## src/rtl/vpfx_pkg.sv

```systemverilog
package vpfx_pkg;
  localparam int BYTE_W = 8;
  localparam int MAP_W  = 5;
  localparam int SPEC_W = 4;
  localparam int PP_W   = 2;
  localparam int LEN_W  = 2;

  localparam logic [BYTE_W-1:0] LEAD_SHORT = 8'hC5;
  localparam logic [BYTE_W-1:0] LEAD_LONG  = 8'hC4;
  localparam logic [3:0]        EXT_NIBBLE = 4'h4;

  typedef enum logic [2:0] {
    ST_IDLE,
    ST_SHORT_LEAD,
    ST_LONG_LEAD,
    ST_LONG_MID,
    ST_OPCODE,
    ST_AFTER_EXT,
    ST_HOLD
  } dec_state_t;

  typedef enum logic [1:0] {
    PL_SHORT_B1,
    PL_LONG_B1,
    PL_LONG_B2,
    PL_EXT
  } payload_kind_t;

  typedef struct packed {
    logic [LEN_W-1:0]  len;
    logic [BYTE_W-1:0] opc;
    logic              r;
    logic              x;
    logic              b;
    logic              w;
    logic [MAP_W-1:0]  map;
    logic              vlen;
    logic [PP_W-1:0]   pp;
    logic [SPEC_W-1:0] vreg;
    logic              rsv;
    logic              ill;
  } pfx_fields_t;
endpackage

```

## src/rtl/vpfx_classify.sv

```systemverilog
module vpfx_classify
  import vpfx_pkg::*;
#(
  parameter bit EN_EXT = 1'b1
) (
  input  logic [BYTE_W-1:0] byte_i,
  input  logic              long_mode_i,
  output logic              lead_short_o,
  output logic              lead_long_o,
  output logic              ext_o,
  output logic              follow_ok_o
);
  assign lead_short_o = (byte_i == LEAD_SHORT);
  assign lead_long_o  = (byte_i == LEAD_LONG);
  // A follower byte confirms a prefix in 64-bit mode always, in 32-bit mode
  // only when it could not be a memory-form operand byte.
  assign follow_ok_o  = long_mode_i || (byte_i[BYTE_W-1 -: 2] == 2'b11);

  generate
    if (EN_EXT) begin : g_ext
      assign ext_o = long_mode_i && (byte_i[BYTE_W-1 -: 4] == EXT_NIBBLE);
    end else begin : g_no_ext
      assign ext_o = 1'b0;
    end
  endgenerate
endmodule

```

## src/rtl/vpfx_unpack.sv

```systemverilog
module vpfx_unpack
  import vpfx_pkg::*;
(
  input  logic [BYTE_W-1:0] byte_i,
  input  payload_kind_t     kind_i,
  input  logic              long_mode_i,
  input  pfx_fields_t       cur_i,
  output pfx_fields_t       nxt_o
);
  logic [SPEC_W-1:0] spec_true;

  always_comb begin
    spec_true = ~byte_i[6:3];
    if (!long_mode_i) spec_true[SPEC_W-1] = 1'b0;
  end

  always_comb begin
    nxt_o = cur_i;
    case (kind_i)
      PL_SHORT_B1: begin
        nxt_o.len  = 2'd2;
        nxt_o.r    = ~byte_i[7];
        nxt_o.x    = 1'b0;
        nxt_o.b    = 1'b0;
        nxt_o.w    = 1'b0;
        nxt_o.map  = MAP_W'(1);
        nxt_o.vreg = spec_true;
        nxt_o.vlen = byte_i[2];
        nxt_o.pp   = byte_i[1:0];
        nxt_o.rsv  = 1'b0;
      end
      PL_LONG_B1: begin
        nxt_o.r   = ~byte_i[7];
        nxt_o.x   = ~byte_i[6];
        nxt_o.b   = ~byte_i[5];
        nxt_o.map = byte_i[MAP_W-1:0];
        nxt_o.rsv = (byte_i[MAP_W-1:0] == '0) || (byte_i[MAP_W-1:0] > MAP_W'(3));
      end
      PL_LONG_B2: begin
        nxt_o.len  = 2'd3;
        nxt_o.w    = byte_i[7];
        nxt_o.vreg = spec_true;
        nxt_o.vlen = byte_i[2];
        nxt_o.pp   = byte_i[1:0];
      end
      default: begin
        nxt_o.len = 2'd1;
        nxt_o.w   = byte_i[3];
        nxt_o.r   = byte_i[2];
        nxt_o.x   = byte_i[1];
        nxt_o.b   = byte_i[0];
      end
    endcase
  end
endmodule

```

## src/rtl/vpfx_decoder.sv

```systemverilog
module vpfx_decoder
  import vpfx_pkg::*;
#(
  parameter bit EN_EXT = 1'b1
) (
  input  logic              clk,
  input  logic              rst,
  input  logic              long_mode,
  input  logic              in_valid,
  output logic              in_ready,
  input  logic [BYTE_W-1:0] in_byte,
  output logic              out_valid,
  input  logic              out_ready,
  output logic [LEN_W-1:0]  out_len,
  output logic [BYTE_W-1:0] out_opc,
  output logic              out_r,
  output logic              out_x,
  output logic              out_b,
  output logic              out_w,
  output logic [MAP_W-1:0]  out_map,
  output logic              out_vlen,
  output logic [PP_W-1:0]   out_pp,
  output logic [SPEC_W-1:0] out_vreg,
  output logic              out_rsv,
  output logic              out_ill
);
  dec_state_t    state_q, state_d;
  pfx_fields_t   acc_q, acc_d, unpack_cur, unpack_nxt;
  payload_kind_t kind;
  logic          is_short, is_long, is_ext, follow_ok, fire;

  vpfx_classify #(.EN_EXT(EN_EXT)) u_classify (
    .byte_i      (in_byte),
    .long_mode_i (long_mode),
    .lead_short_o(is_short),
    .lead_long_o (is_long),
    .ext_o       (is_ext),
    .follow_ok_o (follow_ok)
  );

  vpfx_unpack u_unpack (
    .byte_i      (in_byte),
    .kind_i      (kind),
    .long_mode_i (long_mode),
    .cur_i       (unpack_cur),
    .nxt_o       (unpack_nxt)
  );

  // Input acceptance: the lead states peek at the follower and refuse it
  // when it disqualifies the prefix.
  always_comb begin
    case (state_q)
      ST_SHORT_LEAD, ST_LONG_LEAD: in_ready = follow_ok;
      ST_HOLD:                     in_ready = 1'b0;
      default:                     in_ready = 1'b1;
    endcase
  end

  assign fire = in_valid && in_ready;

  always_comb begin
    case (state_q)
      ST_SHORT_LEAD: kind = PL_SHORT_B1;
      ST_LONG_LEAD:  kind = PL_LONG_B1;
      ST_LONG_MID:   kind = PL_LONG_B2;
      default:       kind = PL_EXT;
    endcase
    unpack_cur = (state_q == ST_IDLE) ? '0 : acc_q;
  end

  always_comb begin
    state_d = state_q;
    acc_d   = acc_q;
    case (state_q)
      ST_IDLE: begin
        if (fire) begin
          acc_d     = '0;
          acc_d.opc = in_byte;
          if (is_short)      state_d = ST_SHORT_LEAD;
          else if (is_long)  state_d = ST_LONG_LEAD;
          else if (is_ext) begin
            acc_d     = unpack_nxt;
            acc_d.opc = '0;
            state_d   = ST_AFTER_EXT;
          end else           state_d = ST_HOLD;
        end
      end
      ST_SHORT_LEAD, ST_LONG_LEAD: begin
        if (in_valid) begin
          if (follow_ok) begin
            acc_d   = unpack_nxt;
            state_d = (state_q == ST_SHORT_LEAD) ? ST_OPCODE : ST_LONG_MID;
          end else begin
            state_d = ST_HOLD;
          end
        end
      end
      ST_LONG_MID: begin
        if (fire) begin
          acc_d   = unpack_nxt;
          state_d = ST_OPCODE;
        end
      end
      ST_OPCODE, ST_AFTER_EXT: begin
        if (fire) begin
          acc_d.opc = in_byte;
          acc_d.ill = (state_q == ST_AFTER_EXT) && (is_short || is_long);
          state_d   = ST_HOLD;
        end
      end
      ST_HOLD: begin
        if (out_ready) state_d = ST_IDLE;
      end
      default: state_d = ST_IDLE;
    endcase
  end

  always_ff @(posedge clk) begin
    if (rst) begin
      state_q <= ST_IDLE;
      acc_q   <= '0;
    end else begin
      state_q <= state_d;
      acc_q   <= acc_d;
    end
  end

  assign out_valid = (state_q == ST_HOLD);
  assign out_len   = acc_q.len;
  assign out_opc   = acc_q.opc;
  assign out_r     = acc_q.r;
  assign out_x     = acc_q.x;
  assign out_b     = acc_q.b;
  assign out_w     = acc_q.w;
  assign out_map   = acc_q.map;
  assign out_vlen  = acc_q.vlen;
  assign out_pp    = acc_q.pp;
  assign out_vreg  = acc_q.vreg;
  assign out_rsv   = acc_q.rsv;
  assign out_ill   = acc_q.ill;
endmodule

```

## config.mk

```make
export PLATFORM = sky130hd
export DESIGN_NAME = vpfx_decoder
export DESIGN_NICKNAME = d
export VERILOG_FILES = /design/src/rtl/vpfx_pkg.sv /design/src/rtl/vpfx_classify.sv /design/src/rtl/vpfx_unpack.sv /design/src/rtl/vpfx_decoder.sv
export SDC_FILE = /design/constraint.sdc
export NUM_CORES = 1
export LEC_CHECK = 0
export ABC_CLOCK_PERIOD_IN_PS = 1950
export BUFFER_PORTS_ARGS = -buffer_cell sky130_fd_sc_hd__buf_2
export CORE_UTILIZATION = 52
export DETAILED_ROUTE_END_ITERATION = 10
export PLACE_DENSITY = 0.79
export SKIP_LAST_GASP = 1
export SYNTH_ARGS = -nofsm -noshare
export SYNTH_HDL_FRONTEND = slang
export SYNTH_SLANG_ARGS = --single-unit
```

## constraint.sdc

```tcl
create_clock -name clk -period 1.95 [get_ports clk]
set_input_delay 0.0975 -clock clk [delete_from_list [all_inputs] [get_ports clk]]
set_output_delay 0.0975 -clock clk [all_outputs]
set_load 0.01 [all_outputs]
```

==> results.txt, run 1 <==
At the pin with the least slew margin, the transition time is 485 ps. Average cell area after synthesis: 9.03 um^2. Clock-pin slew was measured on the worst setup and hold paths at 110 ps. Setup violations remaining at the end of the flow were counted as 0. The tools report the net load switching power as 0.805 mW.

Clock skew on the completed layout was measured at 5.44 ps. The synthesized netlist net count came out at 196. Synthesis instantiated 58 different standard cells from the library. Derived from the worst setup path, the maximum achievable clock frequency is 0.583 GHz.

The clock reaches the later pin of the worst-skew pair after 340 ps. In the final routed layout, each cell accounts on average for 16.7 um. The worst hold path class is in2reg. In this run switching power makes up 40.3% of total power. The number of cells on the worst reg-to-reg path is 4.

For this design the static power due to leakage is 0.828 nW. The run gives 1504 as the via count of the first global-routing pass. The detailed router placed 1653 vias in this run. The run gives 0 as the aggregate global routing overflow. Dividing the final minimum period by the clock period gives 88.0%. The number of antenna diodes in the final layout is 0.

In this run the worst path has a maximum fanout of 13. Total power for the finished layout comes to 2.00 mW. TritonCTS buffer count: 5.

The count of buffers from port buffering is 42. The cell depth of the worst hold path is 2. Worst-case hold slack: 22.6 ps. Data on the critical path is required at its endpoint by 1850 ps. The global-route wire length before repair was 7180 um; the post-synthesis register bit count was 31. Fill cells in the final layout number 261. After clock tree synthesis, the flow added hold-fix buffers numbering 0. For the netlist area before placement, the log shows 0.00165 mm^2. The routed via count divided by cell count is 6.08. For the violation count after the first detailed-route iteration, the log shows 92. CTS built an H-tree with a depth of 2. Counting I/O delays and the setup requirement, the final critical path takes 1720 ps.

The weighted congestion at the end of routability-driven global placement was 0.995; the number of max-slew violations in the final report was 0. For the site row count, the log shows 20. The number of endpoints with negative hold slack in the final report is 0, and the placeable core region is 0.00303 mm^2.

The number of nets with antenna violations after detailed routing was 0. The tools report the largest net degree at the start of global routing as 20. STA classifies the critical path startpoint as a flop. In the synthesized netlist, the number of instances is 183. The flow ran to the end, and the final reports show no timing, DRC or antenna violations. Among all flip-flop cells after synthesis, the most frequent one is dfxtp_1.

Once the floorplan was initialized, standard cells occupied 54.6% of the core. The power density over the cells was 1020 mW/mm^2. By startpoint and endpoint, the worst setup path is classified as reg2out. The overall fraction of global-route tracks in use came out at 27.6%. The fraction of final layout cells with drive strength greater than 1 was 33.3%; the initial antenna violation count was 0. The internal power of the cells totals 1.19 mW.

Detailed placement ended at an HPWL of 3270 um. For this run, design rule violations remaining after detail routing come to 0. The number of warnings printed during yosys synthesis is 0, and the relative max-transition margin is 67.7%. Counting flops with a built-in enable in the synthesized netlist gives 0. From synthesis to final layout, the design area changed by 19.1%. The cell total after placement is 264, and the fraction of registers with async set/reset is 0%. The tools report the number of iterations in the first detailed-routing pass as 4. Cell chosen for the clock root: clkbuf_4.

The non-filler instance count after layout came out at 272. The tools report the sequential share of power as 40.2%. The number of ports placed on the die boundary was 43; the buffer levels on the longest clock path was 2. The die is 58.4 um tall. The portion of total power attributed to combinational logic is 41.2%.

The tool flagged a number of max-cap violations equal to 0. The run gives 240 as the post-layout net count. The clock power share is 18.6%. The logs give 37.5% for the sequential area share after synthesis and 1620 ps for the arrival time at the worst endpoint. Setup repair after global routing left no endpoint under its margin.

The run gives 31 as the sink count of the clock tree. The tools report the kind of end point of the critical path as an output port. Wires add up to 4550 um. The maximum VDD drop was 714 uV; the chip width was 58.4 um. TritonCTS built the clock tree. The floorplan step defined a die boundary enclosing 0.00341 mm^2.

Setup total negative slack on the finished layout was measured at 0 ps.
[metal layers]
layer	GRT usage, %	routed length, um	vias to the layer above	part of all wire (%)
li1	-	-	780	-
met1	36.1	2000	782	44
met2	43.8	2110	82	47
met3	7.03	354	9	7.8
met4	10.9	74	0	1.6
met5	0	0	-	0
[layout make-up]
class | count | area (um^2) | share of cell area (%)
Tap cell | 44 | 55.1 | 2.80
Clock inverter | 3 | 20.0 | 1.02
Multi-Input combinational cell | 136 | 956 | 48.6
Timing Repair Buffer | 49 | 263 | 13.4
Inverter | 4 | 15.0 | 0.763
Sequential cell | 31 | 622 | 31.6
Clock buffer | 5 | 37.5 | 1.91
[what timing repair did]
item                                    CTS  global route
endpoints found under the setup margin    0             1
resized for setup                         0             1
setup buffers                             0             0
[synthesized netlist by cell type (2+ instances only)]
cell	count	area (um^2)
nor2b_1	3	18.8
o2bb2ai_1	4	35.0
o21ai_0	10	50.1
nor3_1	2	10.0
o32ai_1	2	17.5
a31oi_1	5	31.3
a211oi_1	3	22.5
nand3_1	4	20.0
a22o_1	9	78.8
a22oi_1	3	22.5
nor4_1	2	12.5
dfxtp_1	31	621
o21a_1	3	22.5
buf_2	4	20.0
clkbuf_1	6	22.5
nand2b_1	7	43.8
nand2_1	11	41.3
nor2_1	12	45.0
a21oi_1	12	60.1
inv_1	4	15.0
a21oi_2	2	17.5
and2_1	3	18.8
o311ai_0	2	17.5
nand4_1	2	12.5
mux2i_1	3	30.0
nor3b_1	2	15.0
[sequential cells by signal (all words and copies together), names as in the netlist]
register / cells
out_opc: 8
state_q: 3
out_rsv: 1
out_ill: 1
out_x: 1
out_w: 1
out_vlen: 1
out_map: 5
out_vreg: 4
out_pp: 2
out_r: 1
out_b: 1
out_len: 2
[path summary, 6_finish.rpt]
| check | startpoint | slack [ps] | endpoint |
|---|---|---|---|
| max | state_q[1] | 230 | out_valid |
| min | in_byte[5] | 20 | out_vreg[2] |
| max reg2reg | state_q[2] | 240 | out_vreg[3] |
| min reg2reg | out_vreg[0] | 470 | out_vreg[0] |
[power groups by stage]
stage	Clock (mW)	Sequential, mW	Combinational [mW]
finish	0.371	0.803	0.823
global route	0.400	0.820	0.881
CTS	0.376	0.800	0.812
detailed placement	0	0.813	0.807
global placement	0	0.807	0.799
floorplan	0	0.795	0.586
[metrics by stage]
| stage | setup slack (ps) | cell area [um^2] | util (%) |
|---|---|---|---|
| 3_5_place_dp | 268 | 1910 | 63.1 |
| 5_1_grt | 131 | 1970 | 65.0 |
| 2_1_floorplan | 561 | 1650 | - |
| 6_report | 234 | 1970 | 65.0 |
| 3_3_place_gp | 287 | 1910 | 63.1 |
| 4_1_cts | 74.3 | 1970 | 65.0 |
[cells by family (layout without fill, tap and decap cells)]
logic type,Yosys count,in the layout,synth area share (%)
and+or+nand+nor,60,60,21.6
xor gates and xnor gates,1,1,0.984
AOI/OAI and AO/OA,72,72,33.5
DFF,31,31,37.5
muxes,3,3,1.82
buffers and inverters,16,61,4.62
[layout by cell type, fill, tap and decap left out, types with 5 or more instances in the layout]
cell type,instances
nor2_1,12
buf_4,7
a31oi_1,5
a21oi_1,12
clkbuf_4,5
buf_2,42
dfxtp_1,30
a22o_1,9
nand2b_1,7
o21ai_0,10
nand2_1,11
[worst max-delay path, cell delays in order, from the launching register on]
cell	delay, ps
dfxtp_2	480
buf_4	210
nor2b_1	310
and2_1	170
buf_2	120
(Power assumes the default switching activity.)
==> run 2, diff against run 1 <==
--- a/config.mk
+++ b/config.mk
@@ -9,7 +9,7 @@
 export BUFFER_PORTS_ARGS = -buffer_cell sky130_fd_sc_hd__buf_2
 export CORE_UTILIZATION = 52
 export DETAILED_ROUTE_END_ITERATION = 10
-export PLACE_DENSITY = 0.79
+export PLACE_DENSITY = 0.78
 export SKIP_LAST_GASP = 1
 export SYNTH_ARGS = -nofsm -noshare
 export SYNTH_HDL_FRONTEND = slang
==> results.txt, run 2 (synthesized netlist as in run 1, its figures left out) <==
Relative to the synthesized area, the layout overhead comes to 19.4%. In the finished design, the share of the clock period the worst path needs comes to 92.3%. After layout, the design draws a total of 2.02 mW. The H-tree generated during clock tree synthesis spans 2 levels. The average wire length per cell after detail routing was 16.9 um; the number of iterations in the first detailed-routing pass was 4. Data on the critical path is required at its endpoint by 1850 ps. The analysis attributes to net switching a power of 0.800 mW.

Measured against its own limit, the worst slew margin works out to 64.6%. The filler cells instantiated in the layout total 279. The total overflow left after global routing is 0.

In this run the worst setup path begins at state_q[1]. After layout, the minimum clock period comes to 1800 ps. The tools report the HPWL after detailed placement as 3360 um. The worst hold path belongs to the class in2reg. The number of max-slew violations in the final report is 0, and the die outline height is 58.4 um.

Of the cells placed in the final design, the portion with a size suffix greater than 1 is 32.9%. In the layout the commonest cells are 42 x buf_2, 31 x dfxtp_1, 12 x nor2_1, 12 x a21oi_1, 11 x nand2_1. The tools report the starting density of the core as 54.6%. The register with the most flip-flops in the layout has 8 of them. In this run the post-CTS setup repair buffer count came out at 0. Clock skew on the completed layout was measured at 3.64 ps. Along the worst path, the maximum fanout reaches 10.

Pin placement for this block handled 43 I/O pins. Overall routed net length: 4590 um. The tools report the global-route wire length before repair as 7560 um.

In the final timing run, aggregate negative setup slack is 0 ps. The worst register-to-register path ends at out_vreg[3]. The routed layout has 1624 vias. The tools report the number of endpoints with negative hold slack in the final report as 0.

The finished cells cover 0.00197 mm^2. The tool flagged a number of max-cap violations equal to 0. The flow ran to the end, and the final reports show no timing, DRC or antenna violations. The worst register-to-register path begins at state_q[2]. Setup repair after global routing left no endpoint under its margin.

The worst setup path is of the reg2out kind. TritonCTS built the clock tree. The most critical setup path has its endpoint at out_valid. The internal power of the cells totals 1.22 mW. Global routing consumed, over all layers together, 29.3% of the routing resources.

The chip width works out to 58.4 um. For the via count of the first global-routing pass, the log shows 1518. During placement, the flow inserted port buffers numbering 42. The setup check on the worst reg-to-reg path leaves a slack of 150 ps.

The tools report the initial antenna violation count as 0. The worst setup path is launched from a flop. Clock latency on the worst-skew pair, taken at its later pin, is 330 ps.

The most common cell after layout, fill and taps aside is buf_2. The run gives 241 as the post-layout net count. The switching portion of total power works out to 39.5%. The root buffer cell chosen for the clock tree is clkbuf_4. Sequential cells burn 39.8% of the power.

Using the TritonRoute via totals, the vias-per-cell ratio works out to 5.97. In this run the remaining antenna-violating nets after routing total 0. The tools report the number of DRC violations after detailed routing as 0.

The largest net degree at the start of global routing was 20; the pin slew with the least headroom to its limit was 531 ps. Combinational cells account for 41.1% of the total power. The floorplan has 20 rows. In this run the static leakage power is 0.839 nW. At the end of routability-driven placement, the weighted congestion stood at 0.964. After clock tree synthesis, the repair step resized 0 gates. The number of cells on the worst reg-to-reg path is 4. For this block, the initial DRC count from the detailed router was 174. Data on the critical path arrives at its endpoint at 1700 ps.

The post-CTS clock slew at the launch and capture registers of the worst setup and hold paths was 90 ps. The worst setup path is captured at an output port. The floorplan step defined a core boundary enclosing 0.00303 mm^2. 0 antenna diodes ended up in the layout. CTS saw 31 sinks. After detailed placement, the total cell area comes to 0.00192 mm^2. The number of hold buffers added after CTS was 0. The logs give 2 for the buffer levels on the longest clock path and 0.00341 mm^2 for the area enclosed by the die boundary. The logs give 19.1% for the clock power share and 5 for the TritonCTS buffer count. Setup violations remaining at the end of the flow were counted as 0. Power spread over the standard cell area amounts to 1030 mW/mm^2. The worst-case IR drop observed on VDD is 577 uV. For the maximum clock rate, the log shows 0.555 GHz.
==> run 2: cell count changes in the layout (fill, tap and decap cells not counted) <==
cell        previous run  this run
clkbuf_8               0         1
dfxtp_1               30        31
clkinvlp_4             2         0
buf_4                  7         8
dfxtp_2                1         0
==> run 2: power groups by stage <==
stage / combinational (mW) / sequential (mW) / clock (mW)
6_report: 0.833 / 0.805 / 0.387
4_1_cts: 0.820 / 0.804 / 0.388
5_1_grt: 0.908 / 0.820 / 0.427
2_1_floorplan: 0.586 / 0.795 / 0
3_3_place_gp: 0.809 / 0.811 / 0
3_5_place_dp: 0.814 / 0.818 / 0
==> run 2: per-layer routing <==
| metal | vias to the layer above | track usage (%) | share of wire (%) |
|---|---|---|---|
| met5 | - | 0 | 0 |
| met4 | 0 | 12.6 | 1.9 |
| met3 | 10 | 7.25 | 6.9 |
| met2 | 65 | 43.7 | 47 |
| met1 | 771 | 40.4 | 45 |
| li1 | 778 | - | - |
==> run 2: worst max-delay path: stages (launching register included) <==
cell,delay [ps]
dfxtp_1,570
buf_4,240
nor2b_1,270
and2_1,170
buf_2,120
==> run 2: how the worst min path moves through the flow <==
stage	slack, ps	endpoint	from	depth (start not counted)
2_1_floorplan	190	out_vreg[0]	in_byte[3]	1
3_3_place_gp	370	out_vreg[2]	in_byte[5]	2
3_5_place_dp	380	out_vreg[1]	in_byte[4]	2
4_1_cts	20	out_vreg[1]	in_byte[4]	2
5_1_grt	20	out_vreg[2]	in_byte[5]	2
6_report	30	out_vreg[1]	in_byte[4]	2
==> run 2: stage by stage <==
stage / hold slack, ps / utilization, % / instances / setup slack, ps
2_1_floorplan: 185 / - / 183 / 561
3_3_place_gp: 374 / 63.3 / 265 / 282
3_5_place_dp: 379 / 63.3 / 265 / 190
4_1_cts: 24.3 / 65.2 / 272 / 165
5_1_grt: 21.3 / 65.2 / 272 / 56.5
6_report: 28.6 / 65.2 / 272 / 150
==> run 2: final cells by class <==
class                      instances  area, um^2  area share, %
timing repair buffer              50         270           13.7
multi-input combinational        136         956           48.4
clock inverter                     1        5.00          0.254
clock buffer                       6        51.3           2.60
tap                               44        55.1           2.79
inverter                           4        15.0          0.761
sequential                        31         621           31.5
